[config.mk]
export PLATFORM = sky130hd
export DESIGN_NAME = i2c_bitrate_gen
export DESIGN_NICKNAME = d
export VERILOG_FILES = /design/src/rtl/i2cbrg_pkg.sv /design/src/rtl/brg_cfg_shadow.sv /design/src/rtl/brg_prescaler.sv /design/src/rtl/brg_half_stage.sv /design/src/rtl/i2c_bitrate_gen.sv
export SDC_FILE = /design/constraint.sdc
export NUM_CORES = 1
export LEC_CHECK = 0
export ABC_AREA = 1
export ABC_CLOCK_PERIOD_IN_PS = 2900
export CORE_MARGIN = 1.5
export CORE_UTILIZATION = 40
export CTS_BUF_LIST = sky130_fd_sc_hd__clkbuf_4 sky130_fd_sc_hd__clkbuf_8 sky130_fd_sc_hd__clkbuf_16
export DETAILED_ROUTE_END_ITERATION = 16
export DONT_BUFFER_PORTS = 1
export REMOVE_ABC_BUFFERS = 1
export SYNTH_ARGS = -nofsm -noshare
export SYNTH_HDL_FRONTEND = slang
export SYNTH_SLANG_ARGS = --single-unit
[constraint.sdc]
create_clock -name clk -period 2.9 [get_ports clk]
set_input_delay 0.29 -clock clk [delete_from_list [all_inputs] [get_ports clk]]
set_output_delay 0.29 -clock clk [all_outputs]
set_load 0.01 [all_outputs]
[src/rtl/i2cbrg_pkg.sv]
// Package: shared helpers for the I2C bit-rate generator.
// Assumes the prescaler select never exceeds the log2 of the largest ratio.
package i2cbrg_pkg;

    // Shift amount of the prescaler ratio for a given select code (clamped at 0).
    function automatic int pre_shift(input int log_max, input int sel);
        int s;
        s = log_max - sel;
        if (s < 0) s = 0;
        return s;
    endfunction

    // Extra half-period pulses that the filter bit adds.
    localparam int FILT_EXTRA = 2;
    // Fixed part of the half-period count on top of the divider value.
    localparam int BASE_EXTRA = 3;

endpackage

[src/rtl/brg_cfg_shadow.sv]
// Module: brg_cfg_shadow
// Keeps a copy of the prescaler select and the half-period terminal count.
// The copy reloads while the generator is idle and at each full-period end.
// While the generator is idle the live inputs go straight through, so the
// first enabled edge already uses the values present on it.
// Assumes load is high whenever running is low.
module brg_cfg_shadow
    import i2cbrg_pkg::*;
#(
    parameter int DIV_W = 8,
    parameter int SEL_W = 2,
    localparam int HALF_W = DIV_W + 1
) (
    input  logic              clk,
    input  logic              rst_n,
    input  logic              running,
    input  logic              load,
    input  logic [SEL_W-1:0]  sel_in,
    input  logic              filt_in,
    input  logic [DIV_W-1:0]  div_in,
    output logic [SEL_W-1:0]  sel_q,
    output logic [HALF_W-1:0] last_q,
    output logic [SEL_W-1:0]  sel_eff,
    output logic [HALF_W-1:0] last_eff
);

    logic [HALF_W-1:0] last_live;

    // Terminal count = div + 3 + 2*filt - 1, precomputed once per load.
    always_comb begin
        last_live = {1'b0, div_in} + HALF_W'(BASE_EXTRA - 1)
                  + (filt_in ? HALF_W'(FILT_EXTRA) : HALF_W'(0));
    end

    // Capture the settings on a load request.
    always_ff @(posedge clk) begin
        if (!rst_n) begin
            sel_q  <= '0;
            last_q <= HALF_W'(BASE_EXTRA - 1);
        end else if (load) begin
            sel_q  <= sel_in;
            last_q <= last_live;
        end
    end

    // Pick the live settings on the first enabled edge, the stored ones after.
    always_comb begin
        sel_eff  = running ? sel_q  : sel_in;
        last_eff = running ? last_q : last_live;
    end

endmodule

[src/rtl/brg_prescaler.sv]
// Module: brg_prescaler
// First stage: a power-of-two divider whose ratio is 2^(LOG_MAX - sel).
// Emits a one-cycle-wide combinational pulse on its last count.
// Assumes the selected ratio is at least 2.
module brg_prescaler
    import i2cbrg_pkg::*;
#(
    parameter int LOG_MAX = 5,
    parameter int SEL_W   = 2,
    localparam int CNT_W  = LOG_MAX,
    localparam int CMP_W  = LOG_MAX + 1
) (
    input  logic             clk,
    input  logic             rst_n,
    input  logic             en,
    input  logic [SEL_W-1:0] sel,
    output logic             pulse
);

    logic [CNT_W-1:0] cnt;
    logic [CMP_W-1:0] ratio_m1;

    // Last count value for the selected ratio.
    always_comb begin
        ratio_m1 = (CMP_W'(1) << pre_shift(LOG_MAX, int'(sel))) - CMP_W'(1);
        pulse    = en && ({1'b0, cnt} == ratio_m1);
    end

    // Count clock cycles; wrap on the pulse, hold at zero while disabled.
    always_ff @(posedge clk) begin
        if (!rst_n || !en) begin
            cnt <= '0;
        end else if (pulse) begin
            cnt <= '0;
        end else begin
            cnt <= cnt + CNT_W'(1);
        end
    end

endmodule

[src/rtl/brg_half_stage.sv]
// Module: brg_half_stage
// Second stage: counts prescaler pulses up to the terminal count, then toggles
// the SCL reference and raises a one-cycle tick. Flags the end of a full
// period (high-to-low toggle) so the settings can reload there.
// Assumes the terminal count is stable except at a full-period end.
module brg_half_stage #(
    parameter int HALF_W = 9
) (
    input  logic              clk,
    input  logic              rst_n,
    input  logic              en,
    input  logic              step,
    input  logic [HALF_W-1:0] last,
    output logic              scl,
    output logic              tick,
    output logic              period_end
);

    logic [HALF_W-1:0] cnt;
    logic              half_done;

    // Detect the last pulse of a half period and of a full period.
    always_comb begin
        half_done  = step && (cnt == last);
        period_end = half_done && scl;
    end

    // Count pulses, toggle the reference, and raise the tick for one cycle.
    always_ff @(posedge clk) begin
        if (!rst_n || !en) begin
            cnt  <= '0;
            scl  <= 1'b0;
            tick <= 1'b0;
        end else begin
            tick <= half_done;
            if (half_done) begin
                cnt <= '0;
                scl <= ~scl;
            end else if (step) begin
                cnt <= cnt + HALF_W'(1);
            end
        end
    end

endmodule

[src/rtl/i2c_bitrate_gen.sv]
// Module: i2c_bitrate_gen (top)
// Two-stage I2C bit-rate generator: a power-of-two prescaler followed by a
// divide-by-(div + 3 + 2*filter) half-period counter that drives a square wave
// and a tick on every edge. Mode layout: [0] enable, [SEL_W:1] select,
// [SEL_W+1] filter. Assumes mode_i and div_i are synchronous to clk.
module i2c_bitrate_gen #(
    parameter int DIV_W   = 8,
    parameter int SEL_W   = 2,
    parameter int LOG_MAX = 5,
    localparam int MODE_W = SEL_W + 2,
    localparam int HALF_W = DIV_W + 1
) (
    input  logic              clk,
    input  logic              rst_n,
    input  logic [MODE_W-1:0] mode_i,
    input  logic [DIV_W-1:0]  div_i,
    output logic              tick_o,
    output logic              scl_o
);

    logic              en;
    logic [SEL_W-1:0]  sel_in;
    logic              filt_in;
    logic              running;
    logic              period_end;
    logic              shadow_load;
    logic              pre_pulse;
    logic [SEL_W-1:0]  cfg_sel;
    logic [HALF_W-1:0] cfg_last;
    logic [SEL_W-1:0]  sel_eff;
    logic [HALF_W-1:0] last_eff;

    // Split the mode field into its controls.
    always_comb begin
        en          = mode_i[0];
        sel_in      = mode_i[SEL_W:1];
        filt_in     = mode_i[SEL_W+1];
        shadow_load = !running || period_end;
    end

    // Remember whether the previous edge was an enabled one.
    always_ff @(posedge clk) begin
        if (!rst_n) running <= 1'b0;
        else        running <= en;
    end

    brg_cfg_shadow #(.DIV_W(DIV_W), .SEL_W(SEL_W)) u_shadow (
        .clk      (clk),
        .rst_n    (rst_n),
        .running  (running),
        .load     (shadow_load),
        .sel_in   (sel_in),
        .filt_in  (filt_in),
        .div_in   (div_i),
        .sel_q    (cfg_sel),
        .last_q   (cfg_last),
        .sel_eff  (sel_eff),
        .last_eff (last_eff)
    );

    brg_prescaler #(.LOG_MAX(LOG_MAX), .SEL_W(SEL_W)) u_pre (
        .clk   (clk),
        .rst_n (rst_n),
        .en    (en),
        .sel   (sel_eff),
        .pulse (pre_pulse)
    );

    brg_half_stage #(.HALF_W(HALF_W)) u_half (
        .clk        (clk),
        .rst_n      (rst_n),
        .en         (en),
        .step       (pre_pulse),
        .last       (last_eff),
        .scl        (scl_o),
        .tick       (tick_o),
        .period_end (period_end)
    );

endmodule

### Word-level counts from Yosys, hierarchy flattened

Cells that the tools add are included.

* logic and storage cells: 32
* output and inout bits: 2
* flip-flop bits (word level): 28
* input port bits: 14

* order comparisons: 1
* multiplexer cells: 4
* eq/ne operators: 2
* reductions and logical operators: 10
* shifts and indexed selects: 1
* bitwise logic cells: 1
* add/subtract/negate cells: 6

Operators with widths (count)
* < comparator 32 x 1 -> 1 bit, second input constant: 1
* two-way mux 32 bit: 1
* left shift 1 x 32 -> 6 bit, first input constant: 1
* adder 8 x 2 -> 9 bit, second input constant: 1
* adder 9 x 1 -> 9 bit, second input constant: 1
* adder 9 bit: 1
* equality test 9 bit: 1
* two-way mux 9 bit: 1
* equality test 5 x 6 -> 1 bit: 1
* subtractor 6 x 2 -> 6 bit, second input constant: 1
* adder 5 x 1 -> 5 bit, second input constant: 1
* two-way mux 2 bit: 2
* OR reduction 2 bit: 2
* subtractor 3 x 2 -> 4 bit, first input constant: 1
* logical AND 1 bit: 3
* zero test 1 bit: 3
* logical OR 1 bit: 2
* inverter 1 bit: 1

### Depth between registers and ports, before layout

* depth in word-level cells: 11
* gate-level depth with buffers: 19
* mapped depth without buffers: 19

### By module

From an unflattened synthesis, not the netlist that was laid out.

* cell total of the unflattened synthesis: 261
* area, all modules: 1665.3 µm²

By module, submodules not included
* brg_half_stage: instances 1, sequential area each 220.2 µm², area each 688.2 µm², cells each 109
* brg_cfg_shadow: instances 1, sequential area each 220.2 µm², area each 675.6 µm², cells each 109
* brg_prescaler: instances 1, sequential area each 100.1 µm², area each 266.5 µm², cells each 38
* i2c_bitrate_gen: instances 1, sequential area each 20.0 µm², area each 35.0 µm², cells each 5

### Worst setup path before layout

No wires, ideal clock.

* path type: input to register
* start point: in mode_i[3]
* end point: reg u_shadow.last_q[0]
* required time: 2.785 ns
* setup time: 0.115 ns
* cell stages on the path: 17
* path slack: 0.733 ns
* path buffers: 1
* arrival: 2.052 ns
* cell sequence: inv_1 > ha_1 > inv_1 > ha_1 > ha_1 > or2_2 > nand3_1 > nand2_1 > nand2_1 > nand2_1 > inv_1 > nand2_1 > nor2_4 > nand3_4 > buf_6 > a21oi_1 > nor2_1

* cells in the longest elaborated chain, start to end: 7

RTL lines
* from (decl): RTL line i2c_bitrate_gen.sv:15 `input logic [MODE_W-1:0] mode_i,`
* two-way mux 2 bit: RTL line brg_cfg_shadow.sv:32 `+ (filt_in ? HALF_W'(FILT_EXTRA) : HALF_W'(0));`
* adder 9 bit: RTL line brg_cfg_shadow.sv:32
* two-way mux 9 bit: RTL line brg_cfg_shadow.sv:49 `last_eff = running ? last_q : last_live;`
* equality test 9 bit: RTL line brg_half_stage.sv:24 `half_done = step && (cnt == last);`
* logical AND 1 bit: RTL line brg_half_stage.sv:24
* logical AND 1 bit: RTL line brg_half_stage.sv:25 `period_end = half_done && scl;`
* logical OR 1 bit: RTL line i2c_bitrate_gen.sv:38 `shadow_load = !running || period_end;`
* to (signal assigned): RTL line brg_cfg_shadow.sv:39 `last_q <= HALF_W'(BASE_EXTRA - 1);`
* to (signal assigned): RTL line brg_cfg_shadow.sv:42 `last_q <= last_live;`
* to (decl): RTL line brg_cfg_shadow.sv:22 `output logic [HALF_W-1:0] last_q,`

No other way between the ends.
A chain may end at the register's enable or synchronous reset.

### Final worst setup path

* start point: reg running
* end point: reg u_shadow.last_q[4]

* cells in the longest elaborated chain, start to end: 11
* elaborated cells between the ends (all ways): 14

RTL lines
* from (decl): RTL line i2c_bitrate_gen.sv:24 `logic running;`
* from (signal assigned): RTL line i2c_bitrate_gen.sv:44 `else running <= en;`
* two-way mux 2 bit: RTL line brg_cfg_shadow.sv:48 `sel_eff = running ? sel_q : sel_in;`
* subtractor 3 x 2 -> 4 bit: RTL line i2cbrg_pkg.sv:8 `s = log_max - sel;`
* < comparator 32 x 1 -> 1 bit: RTL line i2cbrg_pkg.sv:9 `if (s < 0) s = 0;`
* two-way mux 32 bit: RTL line i2cbrg_pkg.sv:9
* left shift 1 x 32 -> 6 bit: RTL line brg_prescaler.sv:25 `ratio_m1 = (CMP_W'(1) << pre_shift(LOG_MAX, int'(sel))) - CMP_W'(1);`
* subtractor 6 x 2 -> 6 bit: RTL line brg_prescaler.sv:25
* equality test 5 x 6 -> 1 bit: RTL line brg_prescaler.sv:26 `pulse = en && ({1'b0, cnt} == ratio_m1);`
* logical AND 1 bit: RTL line brg_prescaler.sv:26
* logical AND 1 bit: RTL line brg_half_stage.sv:24
* logical AND 1 bit: RTL line brg_half_stage.sv:25
* logical OR 1 bit (*): RTL line i2c_bitrate_gen.sv:38

Every way passes the cells marked *; elsewhere a longest branch is shown, timed or not.

==> metrics <==
status finished clean; Syn. warnings 0; CTS resizes 0; total CTS buffers 3; slew margin rel. 67.7%; Final Setup Violations 0; max cap viols 0; Least-Margin Pin Slew about 480 ps; vias in the first global route 1493; dpl hpwl roughly 2800 um; clk_skew 6.75 ps; core area 4380 um2; gr usage total between 10% and 20%; CP Data Required Time between 3000 and 4000 ps; Top Family by Delay on Critical Path simple AND/OR/NAND/NOR gates; Max stage delay on crit path 630 ps; Post-CTS Setup Inserts 0; Final Hold Viols 0; vias per std cell 4.73; CTS max path bufs 2; Hold Crit Depth 1; # fillers 473; max frequency approximately 0.45 GHz; Final ANT Viol Nets 0; Die Footprint 5010 um2; global-route wire length before repair roughly 6500 um; fin cells 339; Post-Route Setup TNS 0 ps; slowest cell on the critical path dfxtp_1; clock latency on the worst-skew pair 280 ps; area delta synth->final 4.90%; post-synthesis sequential area ratio 30.5%; worst-path fanout max 14; Synth Register Bits 28; Overflow after GRT 0; Yosys cell types 29; Data arrival, critical path 2420 ps; global routing's busiest layer met2; Power, Total 830 uW; Worst Setup End Kind flop; Crit Path Category reg2reg; die height 70.8 um; GP Congestion 0.758; maximum vdd drop between 0.2 and 0.3 mV; met3 usage 4.56%; CP cell instances buf_4 -> nand2_1 -> nand2_1 -> nand2_1 -> nand2_1 -> nand2_1 -> nor2_2 -> nand3_2 -> nor2_4 -> nand3_4 -> nand2_2 -> nand2_1 -> nand2_1 -> nor2_1; initial antenna violation count 0; R2R cell count 14; Hold EP u_shadow.last_q[1]; capturing point of the worst reg2reg path u_shadow.last_q[4]; Worst Min Path Start rst_n; top cell type's share of synthesized area 30.5%; CTS clk-pin slew, worst paths 100 ps; Antenna diodes 0; reg2reg setup slack 660 ps; nets ~310; share of layout cells above drive strength 1 9.76%; Initial Utilization 42.0%; cell leakage power 0.921 nW; post-synth top area cell dfxtp_1; M2 GR Usage 26.1%; total power divided by cell area 430 nW/um2; Slew Limit Fails 0; met1 usage a little over a fifth; Post-Place Cells 335; clk sinks 28; Post-Syn Area 1840 um2; critical path's most frequent cell nand2_1; die width 70.8 um; CTS Root Cell clkbuf_8; WL final 3650 um; syn_area_per_cell 6.39 um2; Detailed Route Iter0 Violations 60; HP Class in2reg; H-tree Lvls 1; TritonCTS clock tree built; Buf+Inv Stages, Crit Path 1; # IOs 16; Rows 24; final worst-path cycle share 77.2%; Vias 1604; DR WL/cell 10.8 um; worst r2r src running; Hold-fix buffers, CTS 0; largest net degree at the start of global routing 19; utilization after layout 44.0%; DR pass1 iterations 4; Synth area leaders dfxtp_1, nand2_1, inv_1; post-synthesis cell count 288; CP startpoint kind flop; minimum clock period after layout 2240 ps; IO Port Bufs 0; DR DRC count 0; RSZ-0062 raised after global routing no
[registers in the layout, indices dropped and copies added, names as in the netlist]
name             flops
u_half.cnt           9
u_half.tick          1
u_shadow.last_q      9
u_half.scl           1
u_shadow.sel_q       2
running              1
u_pre.cnt            5
[kinds of logic after synthesis]
group           after synthesis  synth area share, %
compound gates               17                 5.10
simple gates                185                 46.3
buf+inv                      48                 12.1
flops                        28                 30.5
fa+ha+maj                     6                 4.08
xor+xnor                      4                 1.90
[metrics by stage]
stage	setup slack (ps)	hold WS (ps)	instance area (um2)
floorplan	650	374	1780
global placement	484	407	1860
detailed placement	447	400	1860
CTS	620	94.5	1930
global route	445	89.4	1930
finish	660	99.5	1930
[worst max-delay path by stage]
| stage | startpoint | endpoint | slack (ps) | depth (start not counted) |
|---|---|---|---|---|
| floorplan | running | u_shadow.last_q[4] | 650 | 13 |
| global placement | mode_i[3] | u_shadow.last_q[4] | 480 | 18 |
| detailed placement | mode_i[3] | u_shadow.last_q[6] | 450 | 18 |
| CTS | running | u_shadow.last_q[6] | 620 | 14 |
| global route | running | u_shadow.last_q[6] | 450 | 14 |
| finish | running | u_shadow.last_q[4] | 660 | 14 |
[routing by layer]
| metal | vias up | wire, um |
|---|---|---|
| met4 | 0 | 59 |
| met2 | 21 | 1680 |
| met5 | - | 0 |
| li1 | 890 | - |
| met3 | 4 | 184 |
| met1 | 689 | 1730 |
[synth_stat cells (all sizes together)]
| library cell | n |
|---|---|
| nand2 | 106 |
| nor2 | 32 |
| ha | 6 |
| buf | 6 |
| o21ai | 3 |
| a21oi | 12 |
| nor3 | 4 |
| o21bai | 1 |
| or2 | 3 |
| nor3b | 2 |
| clkbuf | 1 |
| nand3b | 4 |
| inv | 41 |
| o211ai | 1 |
| nand3 | 32 |
| dfxtp | 28 |
| xor2 | 4 |
| nand4 | 2 |
[worst register-to-register path, stage by stage (launching register included)]
cell     delay, ps
dfxtp_1        630
buf_4          290
nand2_1        100
nand2_1         70
nand2_1         40
nand2_1         50
nand2_1         60
nor2_2         110
nand3_2         90
nor2_4         130
nand3_4        190
nand2_2        210
nand2_1         70
nand2_1         60
nor2_1          40
[power by group]
part           total [mW]  switching, mW  leakage (nW)  internal [mW]
Sequential          0.408        0.00971         0.229          0.398
Clock               0.311          0.126        0.0357          0.185
Combinational       0.111         0.0689         0.656         0.0425
Total               0.830          0.205         0.921          0.626
[placed cells by master (no fill, tap or decap), drive strengths merged, types with 2 or more instances in the layout]
master	instances
a21oi	12
buf	2
clkbuf	3
dfxtp	28
ha	6
inv	41
nand2	106
nand3	32
nand3b	4
nand4	2
nor2	32
nor3	4
nor3b	2
o21ai	3
or2	3
xor2	4
[final cells by class]
type / count / area (um2) / area share, %
Multi-Input combinational cell: 212 / 1060 / 54.7
Clock buffer: 3 / 41.3 / 2.14
Inverter: 41 / 161 / 8.37
Tap cell: 52 / 65.1 / 3.37
Timing Repair Buffer: 2 / 15.0 / 0.778
Sequential cell: 28 / 561 / 29.1
Clock inverter: 1 / 30.0 / 1.56
Note: power is estimated with default switching activity, not from simulation.
